## config.mk

```make
export PLATFORM = sky130hd
export DESIGN_NAME = wflip_codec
export DESIGN_NICKNAME = d
export VERILOG_FILES = /design/src/rtl/wflip_pkg.sv /design/src/rtl/wflip_decider.sv /design/src/rtl/wflip_xor_stage.sv /design/src/rtl/wflip_flag_file.sv /design/src/rtl/wflip_codec.sv
export SDC_FILE = /design/constraint.sdc
export NUM_CORES = 1
export LEC_CHECK = 0
export BUFFER_PORTS_ARGS = -buffer_cell sky130_fd_sc_hd__clkbuf_2
export CORE_ASPECT_RATIO = 1.1
export CORE_MARGIN = 2
export CORE_UTILIZATION = 49
export CTS_BUF_LIST = sky130_fd_sc_hd__clkbuf_4
export DETAILED_ROUTE_END_ITERATION = 10
export PLACE_DENSITY = 0.79
export REMOVE_ABC_BUFFERS = 1
export SYNTH_ARGS = -nofsm -noshare
export SYNTH_HDL_FRONTEND = slang
export SYNTH_HIERARCHICAL = 1
export SYNTH_SLANG_ARGS = --single-unit
```

## constraint.sdc

```tcl
create_clock -name clk -period 2.1 [get_ports clk]
set_input_delay 0 -clock clk [delete_from_list [all_inputs] [get_ports clk]]
set_output_delay 0 -clock clk [all_outputs]
set_load 0.005 [all_outputs]
```

## src/rtl/wflip_pkg.sv

```systemverilog
`timescale 1ns/1ps
package wflip_pkg;
   typedef enum logic {
      SRC_PORT = 1'b0,
      SRC_LFSR = 1'b1
   } rnd_src_e;

   localparam int LFSR_W = 16;
endpackage

```

## src/rtl/wflip_decider.sv

```systemverilog
`timescale 1ns/1ps
module wflip_decider
   import wflip_pkg::*;
#(
   parameter int              CNT_W = 4,
   parameter rnd_src_e        SRC   = SRC_PORT,
   parameter logic [LFSR_W-1:0] SEED = 16'hACE1
) (
   input  logic clk,
   input  logic rst_n,
   input  logic rnd_in,
   input  logic blk_start,
   output logic flag_next,
   output logic flag_q
);
   logic             rnd_bit;
   logic [CNT_W-1:0] blk_cnt;
   logic             phase;

   if (CNT_W < 1) begin : g_bad_cnt
      $error("wflip_decider: CNT_W must be at least 1");
   end
   if (SEED == '0) begin : g_bad_seed
      $error("wflip_decider: SEED must be nonzero");
   end

   if (SRC == SRC_LFSR) begin : g_lfsr
      logic [LFSR_W-1:0] lfsr;
      logic              fb;
      assign fb = lfsr[15] ^ lfsr[13] ^ lfsr[12] ^ lfsr[10];
      always_ff @(posedge clk) begin
         if (!rst_n) lfsr <= SEED;
         else        lfsr <= {lfsr[LFSR_W-2:0], fb ^ rnd_in};
      end
      assign rnd_bit = lfsr[LFSR_W-1];
   end else begin : g_port
      assign rnd_bit = rnd_in;
   end

   assign flag_next = rnd_bit ^ phase;

   always_ff @(posedge clk) begin
      if (!rst_n) begin
         blk_cnt <= '0;
         phase   <= 1'b0;
         flag_q  <= 1'b0;
      end else if (blk_start) begin
         flag_q  <= flag_next;
         blk_cnt <= blk_cnt + 1'b1;
         if (&blk_cnt) phase <= ~phase;
      end
   end

   // flip bit only moves at a block start
   p_flag_hold_r3: assert property (@(posedge clk) disable iff (!rst_n)
      !blk_start |=> $stable(flag_q));
   // phase only moves when the counter wraps
   p_phase_hold_r4: assert property (@(posedge clk) disable iff (!rst_n)
      (!blk_start || !(&blk_cnt)) |=> $stable(phase));
endmodule

```

## src/rtl/wflip_xor_stage.sv

```systemverilog
`timescale 1ns/1ps
module wflip_xor_stage #(
   parameter int WIDTH = 64
) (
   input  logic             clk,
   input  logic             rst_n,
   input  logic             in_valid,
   input  logic [WIDTH-1:0] in_data,
   input  logic             flip,
   output logic             out_valid,
   output logic [WIDTH-1:0] out_data
);
   logic [WIDTH-1:0] mixed;

   if (WIDTH < 1) begin : g_bad_width
      $error("wflip_xor_stage: WIDTH must be at least 1");
   end

   for (genvar i = 0; i < WIDTH; i++) begin : g_bit
      assign mixed[i] = in_data[i] ^ flip;
   end

   always_ff @(posedge clk) begin
      if (!rst_n) begin
         out_valid <= 1'b0;
         out_data  <= '0;
      end else begin
         out_valid <= in_valid;
         if (in_valid) out_data <= mixed;
      end
   end

   // a valid word produces a valid output one clock later
   p_valid_follows_r2: assert property (@(posedge clk) disable iff (!rst_n)
      in_valid |=> out_valid);
   // idle cycle drops valid and holds data
   p_idle_hold_r8: assert property (@(posedge clk) disable iff (!rst_n)
      !in_valid |=> (!out_valid && $stable(out_data)));
endmodule

```

## src/rtl/wflip_flag_file.sv

```systemverilog
`timescale 1ns/1ps
module wflip_flag_file #(
   parameter int  SLOTS  = 8,
   localparam int SLOT_W = $clog2(SLOTS)
) (
   input  logic              clk,
   input  logic              rst_n,
   input  logic              wr_en,
   input  logic [SLOT_W-1:0] wr_slot,
   input  logic              wr_bit,
   input  logic [SLOT_W-1:0] rd_slot,
   output logic              rd_bit
);
   logic [SLOTS-1:0] flags;

   if (SLOTS < 2 || (SLOTS & (SLOTS - 1)) != 0) begin : g_bad_slots
      $error("wflip_flag_file: SLOTS must be a power of two, at least 2");
   end

   always_ff @(posedge clk) begin
      if (!rst_n)     flags <= '0;
      else if (wr_en) flags[wr_slot] <= wr_bit;
   end

   assign rd_bit = flags[rd_slot];

   // no write, no change to any slot
   p_untouched_r10: assert property (@(posedge clk) disable iff (!rst_n)
      !wr_en |=> $stable(flags));
   // a written flag is found in its slot afterwards
   p_stored_r5: assert property (@(posedge clk) disable iff (!rst_n)
      wr_en |=> (flags[$past(wr_slot)] == $past(wr_bit)));
endmodule

```

## src/rtl/wflip_codec.sv

```systemverilog
`timescale 1ns/1ps
module wflip_codec
   import wflip_pkg::*;
#(
   parameter int                WIDTH  = 64,
   parameter int                SLOTS  = 8,
   parameter int                CNT_W  = 4,
   parameter rnd_src_e          SRC    = SRC_PORT,
   parameter logic [LFSR_W-1:0] SEED   = 16'hACE1,
   localparam int               SLOT_W = $clog2(SLOTS)
) (
   input  logic              clk,
   input  logic              rst_n,
   input  logic              rnd_in,
   input  logic              blk_start,
   input  logic [SLOT_W-1:0] blk_slot,
   input  logic              wr_valid,
   input  logic [WIDTH-1:0]  wr_data,
   output logic              wr_out_valid,
   output logic [WIDTH-1:0]  wr_out_data,
   input  logic              rd_valid,
   input  logic [SLOT_W-1:0] rd_slot,
   input  logic [WIDTH-1:0]  rd_data,
   output logic              rd_out_valid,
   output logic [WIDTH-1:0]  rd_out_data
);
   logic flag_next, flag_q, wr_flip, rd_flip;

   wflip_decider #(.CNT_W(CNT_W), .SRC(SRC), .SEED(SEED)) u_decider (
      .clk(clk), .rst_n(rst_n), .rnd_in(rnd_in), .blk_start(blk_start),
      .flag_next(flag_next), .flag_q(flag_q)
   );

   // a word arriving with the block start belongs to the new block
   assign wr_flip = blk_start ? flag_next : flag_q;

   wflip_xor_stage #(.WIDTH(WIDTH)) u_enc (
      .clk(clk), .rst_n(rst_n), .in_valid(wr_valid), .in_data(wr_data),
      .flip(wr_flip), .out_valid(wr_out_valid), .out_data(wr_out_data)
   );

   wflip_flag_file #(.SLOTS(SLOTS)) u_flags (
      .clk(clk), .rst_n(rst_n), .wr_en(blk_start), .wr_slot(blk_slot),
      .wr_bit(flag_next), .rd_slot(rd_slot), .rd_bit(rd_flip)
   );

   wflip_xor_stage #(.WIDTH(WIDTH)) u_dec (
      .clk(clk), .rst_n(rst_n), .in_valid(rd_valid), .in_data(rd_data),
      .flip(rd_flip), .out_valid(rd_out_valid), .out_data(rd_out_data)
   );

   // word in a block-start cycle carries the flag stored for that block
   p_start_word_r7: assert property (@(posedge clk) disable iff (!rst_n)
      (blk_start && wr_valid) |=> (wr_out_data == ($past(wr_data) ^ {WIDTH{flag_q}})));
endmodule

```

== Word-level counts from Yosys, hierarchy flattened ==
Cells that the tools add are included.
Operators by class
  eq/ne operators: 0
  multiplexer cells: 6
  bitwise gates (word level): 130
  $add $sub $neg: 1
  divide/modulo/power cells: 0
  order comparisons: 3
  $mul: 0
  reduce and logical (&&, ||, !) cells: 2
  shifts and indexed selects: 0
Operator list (number)
  $xor 1x1->1: 129
  $bwmux 8: 1
  $lt 3x4->1 const B: 2
  $reduce_and 5->1: 1
  $add 4x1->4 const B: 1
  $bmux 1 s3: 1
  $demux 1 s3: 1
  $ge 3x1->1 const B: 1
  $mux 1: 3
  $logic_and 1x1->1: 1
  $not 1->1: 1
Storage, ports and cells
  register bits after elaboration: 144
  memories kept: 0
  latch bits: 0
  memory bits (read-only): 0
  bits of input ports: 140
  output and inout bits: 130
  word-level logic and storage cells: 150
  bits in writable memories: 0

== Depth between registers and ports, before layout ==
  depth after elaboration: 5
  mapped depth: 6
  gate-level depth less buffers: 4

== Hierarchy ==
The synthesis kept the hierarchy.
Modules (own cells, without submodules)
  wflip_xor_stage: cells an instance 286, area each 2701.3 µm², times used 2, sequential area each 1301.2 µm²
  wflip_flag_file: cells an instance 36, area each 436.7 µm², times used 1, sequential area each 160.2 µm²
  wflip_decider: cells an instance 25, area each 277.8 µm², times used 1, sequential area each 120.1 µm²
  wflip_codec: cells an instance 1, area each 15.0 µm², times used 1, sequential area each 0.0 µm²

== Worst setup path before layout ==
OpenSTA, ideal clock, no wires.
  kind: register to register
  start point: reg u_flags.flags[6]
  end point: reg u_dec.out_data[10]
  clock period less this slack: 1676 ps
  stages on the path, launching flop included: 7
  setup time: 133 ps
  data required time: 1967 ps
  data arrival time: 1543 ps
  setup slack: 424 ps
  buffers on the path: 2
  cells stage by stage: dfxtp_1 mux4_1 mux2_2 buf_6 buf_8 xnor2_1 a21oi_1
Between the ends
  cells in the longest elaborated chain, start to end: 3
RTL lines
  start, declared: RTL line wflip_flag_file.sv:14  | logic [SLOTS-1:0] flags;
  start signal, assigned by index: RTL line wflip_flag_file.sv:22  | else if (wr_en) flags[wr_slot] <= wr_bit;
  $bmux 1 s3: RTL line wflip_flag_file.sv:25  | assign rd_bit = flags[rd_slot];
  $mux 1 (not written as such): RTL line wflip_flag_file.sv:25
  via rd_flip: RTL line wflip_codec.sv:27  | logic flag_next, flag_q, wr_flip, rd_flip;
  $xor 1x1->1: RTL line wflip_xor_stage.sv:20  | assign mixed[i] = in_data[i] ^ flip;
  end signal, assigned: RTL line wflip_xor_stage.sv:29  | if (in_valid) out_data <= mixed;
  end, declared: RTL line wflip_xor_stage.sv:11  | output logic [WIDTH-1:0] out_data
The timed path passes the listed nets, and every way through them passes these cells. The select of a mux whose other input is x is not followed.
A chain may end at the register's enable or synchronous reset.

== Worst setup path after layout ==
  start point: reg u_decider.phase
  end point: reg u_enc.out_data[27]
Between the ends
  cells in the longest elaborated chain, start to end: 3
RTL lines
  start, declared: RTL line wflip_decider.sv:18  | logic phase;
  start signal, assigned: RTL line wflip_decider.sv:50  | if (&blk_cnt) phase <= ~phase;
  $xor 1x1->1: RTL line wflip_decider.sv:40  | assign flag_next = rnd_bit ^ phase;
  via flag_next: RTL line wflip_codec.sv:27
  $mux 1
  via wr_flip: RTL line wflip_codec.sv:27
  $xor 1x1->1: RTL line wflip_xor_stage.sv:20
  end signal, assigned: RTL line wflip_xor_stage.sv:29
  end, declared: RTL line wflip_xor_stage.sv:11
The timed path passes the listed nets, and every way through them passes these cells.

==> qor.log <==
INFO  worst_setup_path endpoint_required_time_on_the_critical_path=2.54ns
INFO  detailed_routing dr_pass1_iterations=5
INFO  yosys          synth_async_sr_flop_share=0%
INFO  global_route   grt_first_pass_wirelength=34300um
INFO  timing         clock.fmax=0.479GHz
INFO  timing         unrepaired_setup_endpoints_after_global_routing=yes
INFO  detailed_routing total_wirelength_of_the_detailed_routed_design=22500um
INFO  die            dieArea=13400um^2
INFO  yosys          synth_top_cells_by_area=dfxtp_1 (47%), xnor2_1 (19%), o21ai_0 (11%), a21oi_1 (10%), buf_8 (2.9%)
INFO  timing         finalSetupViolCount=0
INFO  timing         post-route-period-util=99.3%
INFO  die            die_y=121um
INFO  detailed_routing vias_per_cell=5.34
INFO  detailed_routing drc=0
INFO  cells_and_area post_layout_nonfiller_instances=1237
INFO  timing         hold_viol=0
INFO  clocking       cts-buffers-inserted=17
INFO  timing         fin_crit=2.09ns
INFO  die            ioPinCount=270
INFO  cells_and_area post_route_cells_drive_above_1_share=31.5%
INFO  worst_setup_path critical_path_peak_fanout=14
INFO  global_route   grtUsageTotal=32.0%
INFO  die            chipWidth=111um
INFO  global_route   globalRoute.totalOverflow=0
INFO  yosys          synth.top_cell.area_share=47.0%
INFO  pwr            power.density_cell_area=640nW/um^2
INFO  clocking       clockRootBuffer=clkbuf_4
INFO  global_route   number_of_antenna_violations_at_the_first_check_in_global_routing=1
INFO  clocking       max-clock-path-buffers=2
INFO  cells_and_area area_growth_syn_to_layout=59.0%
INFO  place          dpl.cell_count=1013
INFO  die            core=12100um^2
INFO  timing         maxSlewViolCount=0
INFO  yosys          synth.distinct_cells=27
INFO  clocking       clk_latency=0.53ns
INFO  global_route   via_count_of_the_first_global_routing_pass=6633
INFO  worst_setup_path critPathArrivalTime=2.52ns
INFO  timing         tightestPinTransition=0.692ns
INFO  place          finalWeightedCongestion=0.806
INFO  global_route   grt_use_met1=36.7%
INFO  detailed_routing routedWlPerCell=18.2um
INFO  yosys          synth_edf_count=0
INFO  detailed_routing detail-route-antenna-nets=0
INFO  global_route   met3_usage=9.29%
INFO  die            row_count=42
INFO  worst_setup_path timing.setup.critical_path_class=flip-flop to flip-flop
INFO  worst_setup_path timing.critical_path.slowest_stage_cell=dlygate4sd3_1
INFO  die            start_util=50.5%
INFO  worst_setup_path critical-path-top-delay-family=buffers and inverters
INFO  timing         fin_skew=0.0138ns
INFO  worst_setup_path worstPathCellList=xor2_2, mux2_4, buf_12, xnor2_1, a21oi_1, dlygate4sd3_1
INFO  job            max-cap-violations=0
INFO  global_route   global_route.usage.met2=55.6%
INFO  timing         post_route_hold_slack=0.206ns
INFO  worst_setup_path cpPeakStageDelay=0.59ns
INFO  global_route   grt_max_degree=102
INFO  yosys          syn_area_per_cell=9.67um^2
INFO  yosys          syn-cell-area=6130um^2
INFO  pwr            power.static_leakage=0.00429uW
INFO  detailed_routing routed-via-count=6603
INFO  yosys          synth_area_leader_cell=dfxtp_1
INFO  worst_setup_path endpoint_kind=flip-flop
INFO  clocking       clock_sinks=144
INFO  clocking       clock_tree.htree_level_count=4
INFO  timing         finalSetupTns=0ns
INFO  yosys          yosys_register_bits=144
INFO  pwr            peakVddDrop=0.456mV
INFO  worst_setup_path critPathBufInv=2
INFO  run_status     outcome=complete, no violations
INFO  place          dp_hpwl=10600um
INFO  worst_setup_path timing.critical_path.from_type=flip-flop
INFO  cells_and_area fin_nets=1211
INFO  clocking       cts_tree=yes
INFO  yosys          syn-instance-count=634
INFO  hold_path      min_path_type=input pin to flip-flop
INFO  place          buffer_ports.inserted=269
INFO  yosys          yosys_most_used_dff=dfxtp_1
INFO  detailed_routing drt_iter0_markers=599
INFO  yosys          sequential_share_of_the_synthesized_area=47.0%
INFO  global_route   top_usage_layer=met2
INFO  pwr            totalPowerFinal=6240uW
INFO  cells_and_area num-fill-cells=687
INFO  yosys          synth_warnings=6
INFO  timing         timing.slew.headroom=53.9%
INFO  clocking       clkSlewWorstSetupHoldPaths=0.12ns
-- path summary, 6_finish.rpt --
| check | start | end | slack [ns] | cells past startpoint |
|---|---|---|---|---|
| worst max-delay path | u_decider/phase | u_enc/out_data[27] | 0.01 | 6 |
| worst min-delay path | rd_slot[1] | u_dec/out_data[39] | 0.21 | 4 |
| worst max register to register | u_decider/phase | u_enc/out_data[27] | 0.01 | 6 |
| worst min register to register | u_decider/phase | u_decider/phase | 0.52 | 2 |
-- cells in the final DEF (no fill, tap or decap), types with 3 or more instances in the layout --
cell type,count
clkinv_1,3
clkbuf_2,266
and4bb_2,3
buf_12,8
clkinv_2,3
xnor2_2,11
a21oi_1,128
buf_4,18
mux2i_1,10
dfxtp_1,143
nand4b_1,3
xnor2_1,119
o21ai_0,129
clkbuf_4,21
nor2b_1,10
and2_1,5
dlygate4sd3_1,179
-- routing by layer --
layer	vias to the layer above	part of all wire [%]
li1	3047	-
met1	3091	39
met2	390	50
met3	75	8.1
met4	0	3.7
met5	-	0
-- synthesized netlist by cell type (2+ instances only) --
cell	number
a21oi_1	128
and2_1	5
and4bb_2	3
buf_2	4
buf_4	2
buf_6	3
buf_8	12
clkbuf_1	27
clkbuf_2	10
dfxtp_1	144
mux2i_1	10
mux4_1	2
nand4b_1	3
nor2b_1	10
o21ai_0	129
xnor2_1	130
xor2_1	2
-- layout make-up --
class,count,area (um^2),area share [%]
multi-input cells,432,2950,30.3
inverters,1,3.75,0.0385
diodes,2,5.00,0.0513
flip-flops and latches,144,2880,29.6
clock inverters,9,93.8,0.963
repair buffers,474,3460,35.5
well taps,154,193,1.98
clock buffers,21,158,1.62
-- tightest hold or removal path: stages --
cell      delay (ns)
clkbuf_2        0.10
mux2_4          0.37
xnor2_1         0.16
a21oi_1         0.06
-- per-stage QoR --
stage / cell area (um^2) / setup slack (ns) / util [%]
finish: 9750 / 0.0140 / 80.3
global route: 9750 / -0.0467 / 80.3
CTS: 9550 / 0.00698 / 78.7
detailed placement: 7480 / 0.238 / 61.7
global placement: 7480 / 0.283 / 61.7
floorplan: 5730 / 0.00109 / -
-- registers in the layout (all words and copies together), names as in the netlist --
signal,flops
u_flags/flags,8
u_decider/blk_cnt,4
u_dec/out_data,64
u_dec/out_valid,1
u_decider/phase,1
u_enc/out_valid,1
u_enc/out_data,64
u_decider/flag_q,1
-- cells by family after synthesis --
| logic type | after synthesis | share of synthesized area, % |
|---|---|---|
| buf+inv | 59 | 6.59 |
| flops | 144 | 47.0 |
| mux | 14 | 2.92 |
| fa+ha+maj | 1 | 0.204 |
| xor+xnor | 132 | 18.9 |
| simple gates | 26 | 3.33 |
| compound gates | 258 | 21.1 |
-- power breakdown --
part	switching, uW	internal, uW	leakage (uW)
clock network	950	729	0.000141
logic	683	812	0.00296
registers	125	2940	0.00120
total	1760	4480	0.00429
-- timing repair --
action                                  in CTS  in global routing
endpoints found under the setup margin       0                 36
setup buffers                                0                 10
endpoints found under the hold margin      139                  0
gates resized for setup                      0                 14
hold buffers                               181                  0
No activity file was read; power rests on OpenSTA's default activity.
